==> src/rtl/fbs_pkg.sv <==
package fbs_pkg;

  typedef enum logic [2:0] {
    ST_SAMPLE = 3'd0,
    ST_WAIT   = 3'd1,
    ST_COUNT  = 3'd2,
    ST_FULL   = 3'd3,
    ST_OFF    = 3'd4,
    ST_LOAD   = 3'd5,
    ST_NORMAL = 3'd6
  } fbs_state_e;

  // Output bundle order: {full, off, load, normal}
  function automatic logic [3:0] fan_outputs(input fbs_state_e s);
    logic [3:0] o;
    o = 4'b0000;
    case (s)
      ST_FULL:   o = 4'b1000;
      ST_OFF:    o = 4'b0100;
      ST_LOAD:   o = 4'b0010;
      ST_NORMAL: o = 4'b0001;
      default:   o = 4'b0000;
    endcase
    return o;
  endfunction

endpackage

==> src/rtl/fbs_timer.sv <==
module fbs_timer #(
  parameter int unsigned TIMEOUT_CYC = 460_000_000
) (
  input  logic clk,
  input  logic rst_n,
  input  logic run,
  output logic done
);
  localparam int unsigned CW = $clog2(TIMEOUT_CYC + 1);
  localparam logic [CW-1:0] LAST = CW'(TIMEOUT_CYC - 1);

  logic [CW-1:0] cnt;

  function automatic logic [CW-1:0] bump(input logic [CW-1:0] c);
    return c + 1'b1;
  endfunction

  function automatic logic reached(input logic [CW-1:0] c);
    return c == LAST;
  endfunction

  always_ff @(posedge clk or negedge rst_n) begin
    if (!rst_n)   cnt <= '0;
    else if (run) cnt <= bump(cnt);
    else          cnt <= '0;
  end

  assign done = run && reached(cnt);

  // the count is at zero in the first cycle of every run
  a_r4_starts_at_zero: assert property (@(posedge clk) disable iff (!rst_n)
    $rose(run) |-> cnt == '0);

endmodule

==> src/rtl/fbs_ctrl.sv <==
module fbs_ctrl
  import fbs_pkg::*;
(
  input  logic       clk,
  input  logic       rst_n,
  input  logic       rail_ok,
  input  logic       bus_hit,
  input  logic       tmr_done,
  output logic       tmr_run,
  output fbs_state_e state
);
  fbs_state_e nxt;

  always_comb begin
    nxt = state;
    case (state)
      ST_SAMPLE: begin
        if (bus_hit)      nxt = ST_LOAD;
        else if (rail_ok) nxt = ST_COUNT;
        else              nxt = ST_WAIT;
      end
      ST_WAIT:   if (bus_hit) nxt = ST_LOAD;
      ST_COUNT: begin
        if (bus_hit)       nxt = ST_LOAD;
        else if (tmr_done) nxt = ST_FULL;
      end
      ST_FULL:   if (bus_hit) nxt = ST_OFF;
      ST_OFF:    nxt = ST_LOAD;
      ST_LOAD:   nxt = ST_NORMAL;
      ST_NORMAL: nxt = ST_NORMAL;
      default:   nxt = ST_SAMPLE;
    endcase
  end

  always_ff @(posedge clk or negedge rst_n) begin
    if (!rst_n) state <= ST_SAMPLE;
    else        state <= nxt;
  end

  assign tmr_run = (state == ST_COUNT);

  // the unpowered-rail wait never times out
  a_r2_wait_no_timeout: assert property (@(posedge clk) disable iff (!rst_n)
    state == ST_WAIT |=> (state == ST_WAIT || state == ST_LOAD));

  // a host during the countdown wins, even against expiry
  a_r5_host_wins: assert property (@(posedge clk) disable iff (!rst_n)
    (state == ST_COUNT && bus_hit) |=> state == ST_LOAD);

  // the rail value does not disturb a running countdown
  a_r11_rail_ignored: assert property (@(posedge clk) disable iff (!rst_n)
    (state == ST_COUNT && !bus_hit && !tmr_done) |=> state == ST_COUNT);

endmodule

==> src/rtl/fbs_outdec.sv <==
module fbs_outdec
  import fbs_pkg::*;
(
  input  fbs_state_e state,
  output logic       fan_full,
  output logic       fan_off,
  output logic       load_dflt,
  output logic       run_normal
);
  assign {fan_full, fan_off, load_dflt, run_normal} = fan_outputs(state);
endmodule

==> src/rtl/fan_boot_seq.sv <==
module fan_boot_seq
  import fbs_pkg::*;
#(
  parameter int unsigned TIMEOUT_CYC = 460_000_000
) (
  input  logic clk,
  input  logic rst_n,
  input  logic rail_ok,
  input  logic bus_hit,
  output logic fan_full,
  output logic fan_off,
  output logic load_dflt,
  output logic run_normal
);
  fbs_state_e state;
  logic       tmr_run;
  logic       tmr_done;

  fbs_timer #(.TIMEOUT_CYC(TIMEOUT_CYC)) u_timer (
    .clk  (clk),
    .rst_n(rst_n),
    .run  (tmr_run),
    .done (tmr_done)
  );

  fbs_ctrl u_ctrl (
    .clk     (clk),
    .rst_n   (rst_n),
    .rail_ok (rail_ok),
    .bus_hit (bus_hit),
    .tmr_done(tmr_done),
    .tmr_run (tmr_run),
    .state   (state)
  );

  fbs_outdec u_dec (
    .state     (state),
    .fan_full  (fan_full),
    .fan_off   (fan_off),
    .load_dflt (load_dflt),
    .run_normal(run_normal)
  );

  // Records whether the strobe has been seen (used only by the checks)
  logic load_seen;
  always_ff @(posedge clk or negedge rst_n) begin
    if (!rst_n)         load_seen <= 1'b0;
    else if (load_dflt) load_seen <= 1'b1;
  end

  a_r6_exclusive: assert property (@(posedge clk) disable iff (!rst_n)
    $onehot0({fan_full, fan_off, load_dflt, run_normal}));

  a_r4_full_after_expiry: assert property (@(posedge clk) disable iff (!rst_n)
    $rose(fan_full) |-> $past(tmr_done));

  a_r6_full_holds: assert property (@(posedge clk) disable iff (!rst_n)
    (fan_full && !bus_hit) |=> fan_full);

  a_r7_off_then_load: assert property (@(posedge clk) disable iff (!rst_n)
    fan_off |=> load_dflt);

  a_r8_single_pulse: assert property (@(posedge clk) disable iff (!rst_n)
    load_dflt |=> (!load_dflt && run_normal));

  a_r8_only_once: assert property (@(posedge clk) disable iff (!rst_n)
    load_dflt |-> !load_seen);

  a_r9_normal_sticky: assert property (@(posedge clk) disable iff (!rst_n)
    run_normal |=> run_normal);

endmodule

==> config.mk <==
export PLATFORM = sky130hd
export DESIGN_NAME = fan_boot_seq
export DESIGN_NICKNAME = d
export VERILOG_FILES = /design/src/rtl/fbs_pkg.sv /design/src/rtl/fbs_timer.sv /design/src/rtl/fbs_ctrl.sv /design/src/rtl/fbs_outdec.sv /design/src/rtl/fan_boot_seq.sv
export SDC_FILE = /design/constraint.sdc
export NUM_CORES = 1
export LEC_CHECK = 0
export BUFFER_PORTS_ARGS = -buffer_cell sky130_fd_sc_hd__buf_2
export CORE_MARGIN = 4
export CORE_UTILIZATION = 30
export DETAILED_ROUTE_END_ITERATION = 7
export PLACE_DENSITY = 0.42
export SLEW_MARGIN = 20
export SYNTH_ARGS = -nofsm -noshare
export SYNTH_HDL_FRONTEND = slang
export SYNTH_SLANG_ARGS = --single-unit
export TNS_END_PERCENT = 30
==> constraint.sdc <==
create_clock -name clk -period 4.45 [get_ports clk]
set_input_delay 0.445 -clock clk [delete_from_list [all_inputs] [get_ports clk]]
set_output_delay 0.445 -clock clk [all_outputs]
set_load 0.05 [all_outputs]
==> impl_metrics.env, run 1 <==
export IMPL_grt_pass1_vias=1349
export IMPL_critPathCaptureType="flip-flop"
export IMPL_die_y_um=84.17
export IMPL_outcome="finished, final reports clean"
export IMPL_avgViaCountPerCell=5.167
export IMPL_dp_hpwl_um=2570
export IMPL_nets=196
export IMPL_syn_inst=187
export IMPL_antenna_left=0
export IMPL_synth_most_common_cell="dfrtp_1"
export IMPL_netlist_area_um2=1740
export IMPL_placed_cells=256
export IMPL_cap_violations=0
export IMPL_layoutNonFillerInstCount=264
export IMPL_startpoint_type="flip-flop"
export IMPL_grt_util_all_layers=0.1152
export IMPL_setup_viol=0
export IMPL_port_buffers=7
export IMPL_required_ns=4.64
export IMPL_ir_drop_uv=232.0
export IMPL_tns_ns=0
export IMPL_die_area_um2=7084
export IMPL_coreArea_um2=5574
export IMPL_ys_top_cells_by_area="dfrtp_1 46%, nand4_1 4.3%, nor2_1 4.1%"
export IMPL_grt_max_degree=33
export IMPL_min_period_ns=1.908
export IMPL_cpMaxStageDelayCell="or4_1"
export IMPL_min_path_type="input pin to async pin"
export IMPL_root_buffer="clkbuf_8"
export IMPL_wl_per_cell_um=13.86
export IMPL_worstPathMaxFanout=12
export IMPL_wirelength_um=3659
export IMPL_drtIter0Drc=56
export IMPL_crit_chain="and4_1 -> nand4_1 -> or4_1 -> a21oi_1"
export IMPL_path_clk_slew_ns=0.06
export IMPL_antenna_found_initial=0
export IMPL_tightest_slew_ns=1.022
export IMPL_yosysSeqAreaShare=0.4601
export IMPL_ys_seq_elements=32
export IMPL_synth_enable_flop_cells=0
export IMPL_synth_cell_types=40
export IMPL_grt_overflow=0
export IMPL_clock_path_buffers=2
export IMPL_synth_area_per_cell_um2=9.307
export IMPL_htree_num_levels=2
export IMPL_num_antenna_cells=0
export IMPL_rsz0062_at_grt="no"
export IMPL_fin_skew_ns=0.001570
export IMPL_yosys_area_top_type="dfrtp_1"
export IMPL_drive_gt1_frac=0.09375
export IMPL_synthArstFlopShare=1.000
export IMPL_power_density_nw_per_um2=379.0
export IMPL_p_total_uw=719.5
export IMPL_slew_headroom=0.3185
export IMPL_ctsHoldBuffers=0
export IMPL_dr_pass1_iters=4
export IMPL_num_io_pins=8
export IMPL_cts_tree="built"
export IMPL_timing_hold_ws_ns=0.2244
export IMPL_ys_flop_type="dfrtp_1"
export IMPL_cts_sinks=32
export IMPL_post_route_period_util=0.4287
export IMPL_gp_congestion=0.7796
export IMPL_die_w_um=84.17
export IMPL_finalMaxSlewViolations=0
export IMPL_start_util=0.3122
export IMPL_syn_nets=192
export IMPL_max_freq_ghz=0.5242
export IMPL_crit_family="simple AND/OR/NAND/NOR gates"
export IMPL_critPathBufInv=0
export IMPL_post_cts_setup_buffers=0
export IMPL_synth_top_cell_area_share=0.4601
export IMPL_leakage_nw=0.7428
export IMPL_clk_latency_ns=0.28
export IMPL_via_count=1364
export IMPL_arrival_ns=2.10
export IMPL_slowest_delay_ns=0.51
export IMPL_hold_viol=0
export IMPL_syn_to_final_growth_pct=9.058
export IMPL_ctsResizeCount=0
export IMPL_critPathKind="flip-flop to flip-flop"
export IMPL_synth_common_cells="32 x dfrtp_1, 19 x nor2_1, 13 x a21oi_1"
export IMPL_drc_errors=0
export IMPL_grt_pass1_wl_um=6665
export IMPL_cts_buffers=5
export IMPL_rows=27
export IMPL_synth_warnings=0
placed cells by master, fill, tap and decap left out, drive strengths merged, types with 2 or more instances in the layout:
master   n
or3     10
dfrtp   32
nor3     2
nor4     5
and4     6
nand2   12
a21oi   13
nand3   12
xnor2    6
a31oi    2
or3b     2
inv      4
nor2b    2
nor2    19
and3b    2
nand4   13
and3     5
clkbuf   8
o21ai   10
buf      7
xor2     7
where the power goes:
part	internal [mW]	switching, mW	leakage, nW
logic	0.0481	0.107	0.258
clock network	0.126	0.101	0.0455
registers	0.306	0.0310	0.440
total	0.480	0.239	0.743
cell type report:
class	count	area, µm²
inverters	4	15.01
fillers	581	3676
well taps	72	90.09
clock buffers	8	90.09
flip-flops and latches	32	800.8
multi-input cells	141	867.1
repair buffers	7	35.03
worst paths after layout:
check	from	to	slack, ns	cells after the start
max reg2reg	u_timer.cnt[3]	u_timer.cnt[23]	2.54	4
max	u_timer.cnt[3]	u_timer.cnt[23]	2.54	4
min in group clk	bus_hit	u_ctrl.state[0]	0.47	3
max in group asynchronous	rst_n	u_timer.cnt[2]	3.75	1
min	rst_n	u_timer.cnt[16]	0.22	1
min reg2reg	u_timer.cnt[0]	u_timer.cnt[0]	0.52	1
worst register-to-register path, stage by stage (launching register included):
cell	delay, ns
dfrtp_1	0.42
and4_1	0.37
nand4_1	0.37
or4_1	0.51
a21oi_1	0.15
state kept, by name, summed over array words and instances (netlist names):
register / count
u_timer.cnt: 29
u_ctrl.state: 3
per-layer routing:
layer / up-vias / global-route usage / wire, µm
met4: 0 / 0.04386 / 57
met2: 14 / 0.1714 / 1637
li1: 697 / - / -
met1: 645 / 0.1625 / 1855
met5: - / 0 / 0
met3: 8 / 0.02650 / 108
metrics by stage:
| stage | setup WS [ns] | utilization | instance area [µm²] |
|---|---|---|---|
| floorplan | 2.722 | - | 1740 |
| global placement | 2.567 | 0.3244 | 1808 |
| detailed placement | 2.550 | 0.3244 | 1808 |
| CTS | 2.521 | 0.3405 | 1898 |
| global route | 2.394 | 0.3405 | 1898 |
| finish | 2.542 | 0.3405 | 1898 |
cells by family (layout without fill, tap and decap cells):
family,after synthesis,after routing,synth area share
flops,32,32,0.4601
simple gates,95,95,0.3163
xor+xnor,13,13,0.06542
buf+inv,14,19,0.04169
compound gates,32,32,0.1093
fa+ha+maj,1,1,0.007188
Power figures use the tool's default switching activity.
==> run 2, diff against run 1 <==
--- a/config.mk
+++ b/config.mk
@@ -9,7 +9,7 @@
 export CORE_MARGIN = 4
 export CORE_UTILIZATION = 30
 export DETAILED_ROUTE_END_ITERATION = 7
-export PLACE_DENSITY = 0.42
+export PLACE_DENSITY = 0.43
 export SLEW_MARGIN = 20
 export SYNTH_ARGS = -nofsm -noshare
 export SYNTH_HDL_FRONTEND = slang
==> constraint.sdc (replaced) <==
create_clock -name clk -period 1.5 [get_ports clk]
set_input_delay 0.15 -clock clk [delete_from_list [all_inputs] [get_ports clk]]
set_output_delay 0.15 -clock clk [all_outputs]
set_load 0.05 [all_outputs]
==> run 2 against run 1 <==
Effect of this change: the flow now finishes with violations (setup timing); critical path type unchanged; final area increased by 26%; power rose to 3.2 times the previous value; sequential power increased to 2.8 times the previous value; utilization rose by 8.7 points; fmax rose by 21%; global-route usage increased by 1.1 points; first-iteration DRC count grew 20%; clock skew rose by 0.0043 ns; flip-flop and latch count unchanged.
==> impl_metrics.env, run 2 (same netlist as run 1, synthesis figures left out) <==
export IMPL_cap_violations=0
export IMPL_violations="setup timing"
export IMPL_dr_pass1_iters=4
export IMPL_critPathBufInv=0
export IMPL_die_y_um=84.17
export IMPL_holdPathEnd="u_ctrl.state[0]"
export IMPL_required_ns=1.71
export IMPL_power_density_nw_per_um2=952.9
export IMPL_switching_share=0.3299
export IMPL_multiInputGateArea_um2=970.9
export IMPL_via_count=1604
export IMPL_layoutNonFillerInstCount=310
export IMPL_die_area_um2=7084
export IMPL_dr_wl_met2_um=2138
export IMPL_min_period_ns=1.579
export IMPL_pwr_share_comb=0.284
export IMPL_root_buffer="clkbuf_8"
export IMPL_wl_met3_um=111
export IMPL_start_util=0.3122
export IMPL_gp_congestion=0.8069
export IMPL_wl_met1_um=2013
export IMPL_antenna_found_initial=0
export IMPL_avgViaCountPerCell=5.174
export IMPL_antenna_left=0
export IMPL_grt_pass1_vias=1577
export IMPL_post_route_period_util=1.053
export IMPL_grt_util_all_layers=0.1260
export IMPL_slowest_delay_ns=0.54
export IMPL_min_path_type="input pin to flip-flop"
export IMPL_setup_ws_ns=-0.07945
export IMPL_coreArea_um2=5574
export IMPL_setup_viol=3
export IMPL_ir_drop_uv=815.3
export IMPL_power_frac_seq=0.421
export IMPL_leakage_nw=1.008
export IMPL_arrival_ns=1.79
export IMPL_dp_hpwl_um=3174
export IMPL_rows=27
export IMPL_final_common_cell="buf_4"
export IMPL_num_io_pins=8
export IMPL_path_clk_slew_ns=0.06
export IMPL_cpMaxStageDelayCell="or4b_4"
export IMPL_dpl_cell_area_um2=2148
export IMPL_timing_rr_end="u_timer.cnt[26]"
export IMPL_drc_errors=0
export IMPL_cts_tree="built"
export IMPL_port_buffers=7
export IMPL_clock_path_buffers=2
export IMPL_wirelength_um=4303
export IMPL_cts_buffers=5
export IMPL_die_w_um=84.17
export IMPL_grt_max_degree=33
export IMPL_drtIter0Drc=67
export IMPL_rr_startpoint="u_timer.cnt[23]"
export IMPL_drive_gt1_frac=0.3529
export IMPL_crit_family="simple AND/OR/NAND/NOR gates"
export IMPL_clkPwrFrac=0.295
export IMPL_crit_chain="and3_1 -> nand4_4 -> or4b_4 -> a21oi_2"
export IMPL_placed_cells=297
export IMPL_outcome="complete, but fails checks"
export IMPL_fillers=558
export IMPL_final_util=0.4274
export IMPL_startpoint_type="flip-flop"
export IMPL_cts_sinks=32
export IMPL_critPathCaptureType="flip-flop"
export IMPL_min_path_cells=3
export IMPL_nets=242
export IMPL_finalMaxSlewViolations=0
export IMPL_top_regs="u_timer.cnt (29), u_ctrl.state (3)"
export IMPL_fin_area_um2=2382
export IMPL_top_layer="met4"
export IMPL_largest_reg_flops=29
export IMPL_tns_ns=-0.2046
export IMPL_cellInternalPower_mw=1.521
export IMPL_tightest_slew_ns=0.3550
export IMPL_r2r_cells=4
export IMPL_regArea_um2=803.3
export IMPL_rsz0062_at_grt="yes"
export IMPL_slew_headroom=0.7602
export IMPL_fin_skew_ns=0.005908
export IMPL_max_freq_ghz=0.6331
export IMPL_switchingPower_uw=748.9
export IMPL_wl_per_cell_um=13.88
export IMPL_grt_pass1_wl_um=7217
export IMPL_syn_to_final_growth_pct=36.88
export IMPL_layout_common_cells="41 x buf_4, 30 x dfrtp_1, 18 x nor2_1"
export IMPL_clk_latency_ns=0.28
export IMPL_grt_overflow=0
export IMPL_crit_start="u_timer.cnt[23]"
export IMPL_hold_viol=0
export IMPL_pre_cts_slack_ns=-0.2438
export IMPL_top_register="u_timer.cnt"
export IMPL_worstPathMaxFanout=6
export IMPL_num_antenna_cells=0
export IMPL_holdCritStartpoint="rail_ok"
export IMPL_critPathKind="flip-flop to flip-flop"
export IMPL_rrSetupSlack_ns=-0.08
export IMPL_htree_num_levels=2
-- run 2: timing repair --
action / 4_1_cts / 5_1_grt
buffers inserted: 2 / 2
hold buffers: 1 / 0
endpoints found under the setup margin: 12 / 15
cloned: 0 / 0
resized for setup: 13 / 17
endpoints found under the hold margin: 32 / 0
pin swaps: 9 / 12
-- run 2: metrics by stage --
step / hold WS, ns / power, mW
floorplan: -0.1456 / 1.393
global placement: 0.1224 / 1.576
detailed placement: 0.1226 / 1.590
CTS: 0.1809 / 2.283
global route: 0.1842 / 2.402
finish: 0.1859 / 2.270
-- run 2: cell type report --
| type | count | share of cell area |
|---|---|---|
| Tap cell | 72 | 0.03782 |
| Multi-Input combinational cell | 141 | 0.4076 |
| Inverter | 4 | 0.006303 |
| Clock buffer | 8 | 0.03782 |
| Sequential cell | 32 | 0.3372 |
| Timing Repair Buffer | 53 | 0.1733 |
-- run 2: how the worst max path moves through the flow --
stage | end | slack, ns | depth (start not counted)
floorplan | u_timer.cnt[18] | -0.01 | 6
global placement | u_ctrl.state[0] | -0.16 | 5
detailed placement | u_ctrl.state[0] | -0.24 | 5
CTS | u_timer.cnt[26] | -0.06 | 5
global route | u_timer.cnt[23] | -0.14 | 5
finish | u_timer.cnt[26] | -0.08 | 4
-- run 2: layer usage --
metal	GRT usage	vias up
li1	-	789
met1	0.1573	787
met2	0.2131	23
met3	0.03238	5
met4	0.03947	0
met5	0	-
-- run 2: power by group through the flow --
stage | clock network [mW] | registers [mW] | logic [mW]
floorplan | 0 | 0.952 | 0.441
global placement | 0 | 0.963 | 0.613
detailed placement | 0 | 0.965 | 0.624
CTS | 0.693 | 0.950 | 0.639
global route | 0.731 | 0.964 | 0.707
finish | 0.671 | 0.955 | 0.644
-- run 2: worst min-delay path: cells and delay by family --
family	cells	cell delay (ns)
AOI/OAI and AO/OA	1	0.13
buffers and inverters	1	0.09
and+or+nand+nor	1	0.06
==> run 3, diff against run 2 <==
--- a/config.mk
+++ b/config.mk
@@ -5,6 +5,7 @@
 export SDC_FILE = /design/constraint.sdc
 export NUM_CORES = 1
 export LEC_CHECK = 0
+export ABC_AREA = 1
 export BUFFER_PORTS_ARGS = -buffer_cell sky130_fd_sc_hd__buf_2
 export CORE_MARGIN = 4
 export CORE_UTILIZATION = 30
==> run 3 against run 2 <==
Effect of this change: the flow now finishes without violations; area after synthesis increased by 17%; critical endpoint is now u_timer.cnt[20]; hold slack better by 0.031 ns; worst setup slack better by 0.099 ns; final area increased by 2.0%; non-clock buffer count decreased by 31; flip-flop and latch count is the same; synthesized cell count grew 61%; combinational power is 27% higher; power rose by 6.0%; die area up 16%.
==> impl_metrics.env, run 3 <==
export IMPL_outcome="finished, final reports clean"
export IMPL_syn_inst=302
export IMPL_top_regs="u_timer.cnt (29), u_ctrl.state (3)"
export IMPL_grt_pass1_vias=1856
export IMPL_num_antenna_cells=0
export IMPL_top_register="u_timer.cnt"
export IMPL_rr_startpoint="u_timer.cnt[0]"
export IMPL_wl_per_cell_um=13.21
export IMPL_die_w_um=90.48
export IMPL_cts_buffers=5
export IMPL_cts_tree="built"
export IMPL_rsz0062_at_grt="yes"
export IMPL_ys_top_cells_by_area="dfrtp_1 39%, nand2_1 15%, nor2_1 13%"
export IMPL_synth_cell_types=24
export IMPL_grt_overflow=0
export IMPL_max_freq_ghz=0.6755
export IMPL_required_ns=1.68
export IMPL_synth_top_cell_area_share=0.3924
export IMPL_drtIter0Drc=62
export IMPL_final_common_cell="nand2_1"
export IMPL_power_density_nw_per_um2=989.6
export IMPL_dr_pass1_iters=4
export IMPL_cts_sinks=32
export IMPL_syn_nets=307
export IMPL_ir_drop_uv=704.3
export IMPL_num_io_pins=8
export IMPL_drc_errors=0
export IMPL_largest_reg_flops=29
export IMPL_avgViaCountPerCell=4.625
export IMPL_synth_common_cells="82 x nand2_1, 68 x nor2_1, 34 x inv_1, 32 x dfrtp_1, 12 x nand3_1"
export IMPL_start_util=0.3160
export IMPL_path_clk_slew_ns=0.07
export IMPL_grt_pass1_wl_um=9280
export IMPL_synth_warnings=0
export IMPL_holdCritStartpoint="bus_hit"
export IMPL_synth_area_per_cell_um2=6.757
export IMPL_tns_ns=0
export IMPL_slew_headroom=0.7139
export IMPL_fin_skew_ns=0.001941
export IMPL_crit_start="u_timer.cnt[0]"
export IMPL_synthArstFlopShare=1.000
export IMPL_htree_num_levels=2
export IMPL_netlist_area_um2=2041
export IMPL_worstPathMaxFanout=7
export IMPL_coreArea_um2=6459
export IMPL_arrival_ns=1.66
export IMPL_leakage_nw=1.006
export IMPL_root_buffer="clkbuf_8"
export IMPL_clk_latency_ns=0.28
export IMPL_cap_violations=0
export IMPL_wirelength_um=5350
export IMPL_dp_hpwl_um=4229
export IMPL_die_y_um=90.48
export IMPL_pre_cts_slack_ns=0.04752
export IMPL_setup_viol=0
export IMPL_tightest_slew_ns=0.4291
export IMPL_critPathCaptureType="flip-flop"
export IMPL_synth_most_common_cell="nand2_1"
export IMPL_die_area_um2=8186
export IMPL_critPathKind="flip-flop to flip-flop"
export IMPL_yosysSeqAreaShare=0.3924
export IMPL_syn_to_final_growth_pct=19.13
export IMPL_via_count=1873
export IMPL_grt_util_all_layers=0.1398
export IMPL_setup_ws_ns=0.01953
export IMPL_clock_path_buffers=2
export IMPL_fillers=709
export IMPL_nets=333
export IMPL_antenna_left=0
export IMPL_ys_seq_elements=32
export IMPL_layout_common_cells="79 x nand2_1, 63 x nor2_1, 33 x inv_1"
export IMPL_post_route_period_util=0.9870
export IMPL_drive_gt1_frac=0.2165
export IMPL_finalMaxSlewViolations=0
export IMPL_ys_flop_type="dfrtp_1"
export IMPL_grt_max_degree=18
export IMPL_yosys_area_top_type="dfrtp_1"
export IMPL_antenna_found_initial=0
export IMPL_startpoint_type="flip-flop"
export IMPL_port_buffers=7
export IMPL_min_path_type="input pin to flip-flop"
export IMPL_gp_congestion=0.7922
export IMPL_hold_viol=0
export IMPL_rows=29
export IMPL_synth_enable_flop_cells=0
export IMPL_min_period_ns=1.480
[run 3: changes by cell type in the layout (fill, tap and decap cells not counted), moves of 9 or more]
| cell | previous run | this run |
|---|---|---|
| nand4_1 | 12 | 0 |
| nor2_4 | 0 | 9 |
| nand2_2 | 1 | 10 |
| nor2_1 | 18 | 63 |
| inv_1 | 4 | 33 |
| nor2_2 | 1 | 10 |
| or3_1 | 9 | 0 |
| nand2_1 | 11 | 79 |
| buf_4 | 41 | 14 |
[run 3: worst paths after layout]
check	slack, ns	cells after the start	endpoint
worst max-delay path	0.02	10	u_timer.cnt[20]
worst min-delay path	0.22	4	u_ctrl.state[1]
worst max register to register	0.02	10	u_timer.cnt[20]
worst min register to register	0.51	1	u_timer.cnt[5]
max in group asynchronous	0.72	3	u_timer.cnt[19]
min in group asynchronous	0.34	2	u_timer.cnt[17]
[run 3: logic make-up after synthesis]
| kind of cell | after synthesis | synth area share |
|---|---|---|
| buffers and inverters | 41 | 0.08032 |
| flip-flops | 32 | 0.3924 |
| adder cells (fa/ha/maj) | 1 | 0.006130 |
| AND/OR/NAND/NOR | 200 | 0.4439 |
| XOR/XNOR | 1 | 0.004293 |
| AO/OA/AOI/OAI | 27 | 0.07296 |
[run 3: layer usage]
layer | routed length [µm] | vias up | part of all wire | track usage
li1 | - | 986 | - | -
met1 | 2622 | 869 | 0.49 | 0.1893
met2 | 2589 | 11 | 0.48 | 0.2310
met3 | 94 | 7 | 0.018 | 0.02583
met4 | 43 | 0 | 0.0080 | 0.03061
met5 | 0 | - | 0 | 0
[run 3: metrics by stage]
step	instance area, µm²	total power [mW]	hold WS [ns]	instances	utilization
5_1_grt	2431	2.568	0.2633	405	0.3764
2_1_floorplan	2051	1.462	-0.1456	302	-
3_3_place_gp	2248	1.693	0.1212	393	0.3481
3_5_place_dp	2248	1.695	0.1239	393	0.3481
4_1_cts	2352	2.399	0.2105	402	0.3642
6_report	2431	2.406	0.2172	405	0.3764
[run 3: area by class of cell]
cell class / count / area [µm²] / share of cell area
timing repair buffer: 22 / 177.7 / 0.07308
tap: 77 / 96.34 / 0.03963
clock buffer: 6 / 72.57 / 0.02985
inverter: 38 / 145.1 / 0.05970
sequential: 32 / 803.3 / 0.3304
clock inverter: 1 / 5.005 / 0.002059
multi-input combinational: 229 / 1131 / 0.4653
[run 3: power breakdown]
| part | leakage, nW | total [mW] | internal, mW | switching [mW] |
|---|---|---|---|---|
| clock | 0.0410 | 0.646 | 0.316 | 0.330 |
| combinational | 0.528 | 0.818 | 0.298 | 0.520 |
| sequential | 0.437 | 0.942 | 0.912 | 0.0297 |
[run 3: timing repair]
action / CTS / global route
endpoints found under the hold margin: 16 / 0
pin swaps: 0 / 5
hold buffers: 1 / 0
setup endpoints to repair: 3 / 13
resized for setup: 3 / 21
setup buffers: 1 / 3
[run 3: critical path: stages (launching register included)]
cell and delay (ns):
dfrtp_1 0.37, ha_2 0.19, nand2_2 0.07, nor2_4 0.23
nand2_4 0.13, inv_4 0.09, nand2_4 0.06, nor2_4 0.08
nand2_1 0.05, nand2_1 0.06, nor2_1 0.04
